`src/rtl/arb_pkg.sv`:
```
package arb_pkg;
  typedef enum logic {
    RANK_FIXED  = 1'b0,
    RANK_ROTATE = 1'b1
  } rank_mode_e;
endpackage

```
`src/rtl/arb_pick.sv`:
```
// Selects the best candidate under fixed or rotating ranking.
module arb_pick #(
  parameter int N  = 4,
  parameter int IW = 2
) (
  input  logic [N-1:0]  cand,
  input  logic          rotate,
  input  logic [IW-1:0] cur,
  output logic          found,
  output logic [IW-1:0] idx
);
  always_comb begin
    found = 1'b0;
    idx   = '0;
    // walk ranks from highest to lowest; map rank back to a master index
    for (int k = N - 1; k >= 0; k--) begin
      int unsigned pos;
      if (rotate) pos = (int'(k) + N - int'(cur)) % N;
      else        pos = k;
      if (!found && cand[pos[IW-1:0]]) begin
        found = 1'b1;
        idx   = pos[IW-1:0];
      end
    end
  end
endmodule

```
`src/rtl/arb_wait_ctr.sv`:
```
// Per-master wait counter with a starvation flag.
module arb_wait_ctr #(
  parameter int CNT_W = 8
) (
  input  logic             clk,
  input  logic             rst,
  input  logic             pending,
  input  logic             served,
  input  logic [CNT_W-1:0] limit,
  output logic             starved
);
  logic [CNT_W-1:0] cnt_q;

  always_ff @(posedge clk) begin
    if (rst) begin
      cnt_q <= '0;
    end else if (pending && !served) begin
      if (cnt_q != {CNT_W{1'b1}}) cnt_q <= cnt_q + 1'b1;
    end else begin
      cnt_q <= '0;
    end
  end

  assign starved = pending && (cnt_q >= limit);
endmodule

```
`src/rtl/shared_bus_arbiter.sv`:
```
module shared_bus_arbiter #(
  parameter int N_MST = 4,
  parameter int CNT_W = 8,
  localparam int IDX_W = $clog2(N_MST)
) (
  input  logic             clk,
  input  logic             rst,
  input  logic [N_MST-1:0] req,
  input  logic             addr_free,
  input  logic             rr_mode,
  input  logic             park_low,
  input  logic [CNT_W-1:0] starve_limit,
  output logic [N_MST-1:0] grant,
  output logic [IDX_W-1:0] owner
);
  import arb_pkg::*;

  logic [IDX_W-1:0] ptr_q, ptr_d;
  logic [IDX_W-1:0] owner_q;
  logic [N_MST-1:0] grant_q;

  logic             hit;
  logic [N_MST-1:0] served_vec;
  logic [N_MST-1:0] remaining;
  logic [N_MST-1:0] starved_vec;
  logic [IDX_W-1:0] cur_master;
  rank_mode_e       rank_sel;
  logic             pick_found;
  logic [IDX_W-1:0] pick_idx;

  // zero-latency hit: pointer's master requests and the address phase is open
  assign hit = addr_free && req[ptr_q];

  always_comb begin
    served_vec = '0;
    if (hit) served_vec[ptr_q] = 1'b1;
  end

  assign remaining  = req & ~served_vec;
  assign cur_master = hit ? ptr_q : owner_q;
  assign rank_sel   = (rr_mode || (|starved_vec)) ? RANK_ROTATE : RANK_FIXED;

  genvar g;
  generate
    for (g = 0; g < N_MST; g++) begin : g_wait
      arb_wait_ctr #(.CNT_W(CNT_W)) u_wait (
        .clk     (clk),
        .rst     (rst),
        .pending (req[g]),
        .served  (served_vec[g]),
        .limit   (starve_limit),
        .starved (starved_vec[g])
      );
    end
  endgenerate

  arb_pick #(.N(N_MST), .IW(IDX_W)) u_pick (
    .cand   (remaining),
    .rotate (rank_sel == RANK_ROTATE),
    .cur    (cur_master),
    .found  (pick_found),
    .idx    (pick_idx)
  );

  always_comb begin
    if (pick_found)          ptr_d = pick_idx;
    else if (req == '0)      ptr_d = park_low ? '0 : ptr_q;
    else                     ptr_d = ptr_q;
  end

  always_ff @(posedge clk) begin
    if (rst) begin
      ptr_q   <= '0;
      owner_q <= '0;
      grant_q <= '0;
    end else begin
      ptr_q   <= ptr_d;
      grant_q <= served_vec;
      if (hit) owner_q <= ptr_q;
    end
  end

  assign grant = grant_q;
  assign owner = owner_q;
endmodule

```
`config.mk`:
```
export PLATFORM = sky130hd
export DESIGN_NAME = shared_bus_arbiter
export DESIGN_NICKNAME = d
export VERILOG_FILES = /design/src/rtl/arb_pkg.sv /design/src/rtl/arb_pick.sv /design/src/rtl/arb_wait_ctr.sv /design/src/rtl/shared_bus_arbiter.sv
export SDC_FILE = /design/constraint.sdc
export NUM_CORES = 1
export LEC_CHECK = 0
export ABC_AREA = 1
export BUFFER_PORTS_ARGS = -buffer_cell sky130_fd_sc_hd__buf_4
export CAP_MARGIN = 10
export CORE_ASPECT_RATIO = 2
export CORE_MARGIN = 8
export CORE_UTILIZATION = 29
export CTS_CLUSTER_DIAMETER = 80
export DETAILED_ROUTE_END_ITERATION = 8
export PLACE_DENSITY_LB_ADDON = 0.3
export SLEW_MARGIN = 20
export SYNTH_ARGS = -nofsm -noshare
export SYNTH_HDL_FRONTEND = slang
export SYNTH_HIERARCHICAL = 1
export SYNTH_SLANG_ARGS = --single-unit
```
`constraint.sdc`:
```
create_clock -name clk -period 2.3 [get_ports clk]
set_input_delay 0.115 -clock clk [delete_from_list [all_inputs] [get_ports clk]]
set_output_delay 0.115 -clock clk [all_outputs]
set_load 0.02 [all_outputs]
```
==> reports/qor.yml <==
critical_path:
  criticalPathCategory: "reg2reg"
  rr_worst_depth: 18
  cp.required_ns: 2.52
  cpPeakStageDelay_ns: 0.32
  crit_chain: "ha_1, nand2_2, nor2_1, nor2_1, nand3_2, nand2_1, inv_1, nor3_2, nand2_2, nand3_1, nand2_4, nand2_4, nand3_1, nor2_1, nor2_1, nor2_1, nand2_1, a21oi_1"
  end_kind: "register"
  cpMaxStageDelayCell: "dfxtp_1"
  startpoint_type: "register"
  critical_path.max_fanout: 6
  cp_common_cell: "nor2_1"
  cp_data_arrival_time_ns: 2.59
logic_synthesis:
  synth_ff_type: "dfxtp_1"
  synthDistinctLibCells: 29
  syn_area_per_cell_sq_um: 6.925
  postSynthCellCount: 471
  yosys.area.top_type: "dfxtp_1"
  ys_top_cells_by_area: "dfxtp_1 (25%), ha_1 (14%), nand2_1 (12%)"
  synthTopCellsByCount: "nand2_1 (101), inv_1 (88), dfxtp_1 (40)"
  synth_most_common_cell: "nand2_1"
  synth_nets: 524
  async_reset_ff_frac: 0
  netlist_area_sq_mm: 0.003262
  yosysSeqAreaShare: 0.2455
  synth-seq-cells: 40
  ys_warn_count: 6
  synth_top_area_frac: 0.2455
  synth_edf_count: 0
sta:
  fin_skew_ns: 0.007033
  fin_crit_sh: 1.030
  finalMaxSlewViolations: 0
  timing.slew.headroom: 0.7990
  fin_ws_ns: -0.06977
  fmax_mhz: 422.0
  final_hold_viol_count: 0
  rsz0062_at_grt: "true"
  worst_pin_slew_ns: 0.3004
  hold_slack_ns: 0.1545
  setup_viol: 2
  min_period_ns: 2.370
routing:
  routedWlPerCell_um: 11.70
  vias: 3049
  dr.pass1.iters: 4
  totalWireLength_mm: 8.035
  drc: 0
  drtAntennaViolNets: 0
  drtIter0Drc: 93
  vias_per_cell: 4.438
floorplan:
  pin_count: 23
  die_w_um: 90.99
  fp.dieArea_sq_mm: 0.01510
  rows: 55
  start_util: 0.2926
  die_h_um: 166.0
  fp.coreArea_sq_mm: 0.01115
global_route:
  grt_max_degree: 14
  grt_pass1_vias: 2929
  antenna_found_initial: 0
  grt_overflow: 0
  grt_first_pass_wirelength_mm: 13.59
  grt.total_usage: 0.1090
place:
  hpwl_mm: 6.199
  placement.io_buffers: 22
  placed_cells: 673
  gp_congestion: 0.8322
clock_tree:
  cts_hold_buf: 0
  h-tree-depth: 2
  tritoncts: "built"
  ctsLongestPathBuffers: 2
  cts_buffers: 5
  cts_sinks: 40
  root_buffer: "clkbuf_16"
  path_clk_slew_ns: 0.06
  clock_latency_ns: 0.29
power:
  p_total_mw: 2.445
  leakagePower_nw: 2.225
  switching_share: 0.3537
  power_frac_seq: 0.313
  comb_power_share: 0.354
  p_switching_mw: 0.8649
  peakVddDrop_uv: 309.7
  pwr_density_cell_mw_per_mm2: 560.5
  pwr-share-clk: 0.333
  p_int_mw: 1.581
final_layout:
  drive_gt1_frac: 0.3358
  num_antenna_cells: 0
  nFillCells: 1181
  instances_no_fill: 687
  synthToLayoutAreaGrowth_pct: 33.76
  nets: 597
status:
  outcome: "complete, but fails checks"
  violations: "negative setup slack"
min_path:
  min_path_type: "in2reg"
  hold_depth: 2
flow_run:
  cap_violations: 0
worst paths after layout:
path | start | end | slack [ns]
worst max register to register | g_wait[2].u_wait/cnt_q[6] | ptr_q[0] | -0.07
worst min register to register | owner[1] | owner[1] | 0.52
worst max-delay path | g_wait[2].u_wait/cnt_q[6] | ptr_q[0] | -0.07
worst min-delay path | rst | owner[1] | 0.15
stage by stage:
stage / cell area [sq um] / setup slack [ns] / TNS (ns) / utilization
2_1_floorplan: 3262 / 0.04342 / 0 / -
3_3_place_gp: 3890 / -0.1034 / -0.1971 / 0.3489
3_5_place_dp: 3890 / -0.1234 / -0.2364 / 0.3489
4_1_cts: 4267 / -0.05151 / -0.06197 / 0.3827
5_1_grt: 4363 / -0.2697 / -0.5389 / 0.3914
6_report: 4363 / -0.06977 / -0.1146 / 0.3914
logic make-up (layout without fill, tap and decap cells):
kind of cell,after synthesis,after routing,share of synthesized area
adders and majority gates,36,36,0.1381
xor gates and xnor gates,12,12,0.03222
DFF,40,40,0.2455
buffers and inverters,101,175,0.1193
AOI/OAI and AO/OA,49,49,0.08554
and+or+nand+nor,233,233,0.3794
power by group through the flow:
| stage | combinational [mW] | sequential (mW) | clock (mW) |
|---|---|---|---|
| after detailed placement | 0.717 | 0.781 | 0 |
| after global placement | 0.714 | 0.782 | 0 |
| after CTS | 0.820 | 0.766 | 0.841 |
| final | 0.865 | 0.766 | 0.814 |
| after floorplan | 0.506 | 0.793 | 0 |
| after global routing | 0.963 | 0.772 | 0.866 |
metal layers:
layer  vias up  routed length (um)  global-route usage
li1       1631                   -                   -
met2        44                3926              0.1892
met5         -                   0                   0
met4         0                  99             0.02872
met3         9                 278             0.02037
met1      1365                3730              0.1324
worst max-delay path: cells and delay by family, from the launching register on:
family | cells | cell delay, ns
AO/OA/AOI/OAI | 1 | 0.10
adder cells (fa/ha/maj) | 1 | 0.28
flip-flops | 1 | 0.32
buffers and inverters | 1 | 0.05
AND/OR/NAND/NOR | 15 | 1.54
area by class of cell:
| class | count | area, sq um | area share |
|---|---|---|---|
| well taps | 142 | 177.7 | 0.04072 |
| flip-flops and latches | 40 | 809.5 | 0.1855 |
| clock inverters | 3 | 42.54 | 0.009751 |
| multi-input cells | 330 | 2316 | 0.5308 |
| clock buffers | 5 | 125.1 | 0.02868 |
| repair buffers | 68 | 518.0 | 0.1187 |
| inverters | 99 | 374.1 | 0.08575 |
flip-flops by register name (all words and copies together) (netlist names):
signal               cells
owner                    2
ptr_q                    2
g_wait.u_wait/cnt_q     32
grant                    4
repair_timing:
item	in CTS	in global routing
endpoints found under the hold margin	0	0
cloned	0	0
setup buffers	4	2
setup endpoints to repair	2	2
gates resized for setup	36	18
pin swaps	25	24
cell usage in the layout, fill, tap and decap left out, drive strengths merged:
cell	n
o21ai	3
clkbuf	5
ha	36
clkinvlp	1
a21o	4
bufinv	1
inv	99
or2	4
xnor2	8
nor3	18
nand3	40
nand4	9
dfxtp	40
xor2	4
buf	68
nor2	38
nand2	124
a21oi	38
clkinv	1
a31oi	4
No activity file was read; power rests on OpenSTA's default activity.
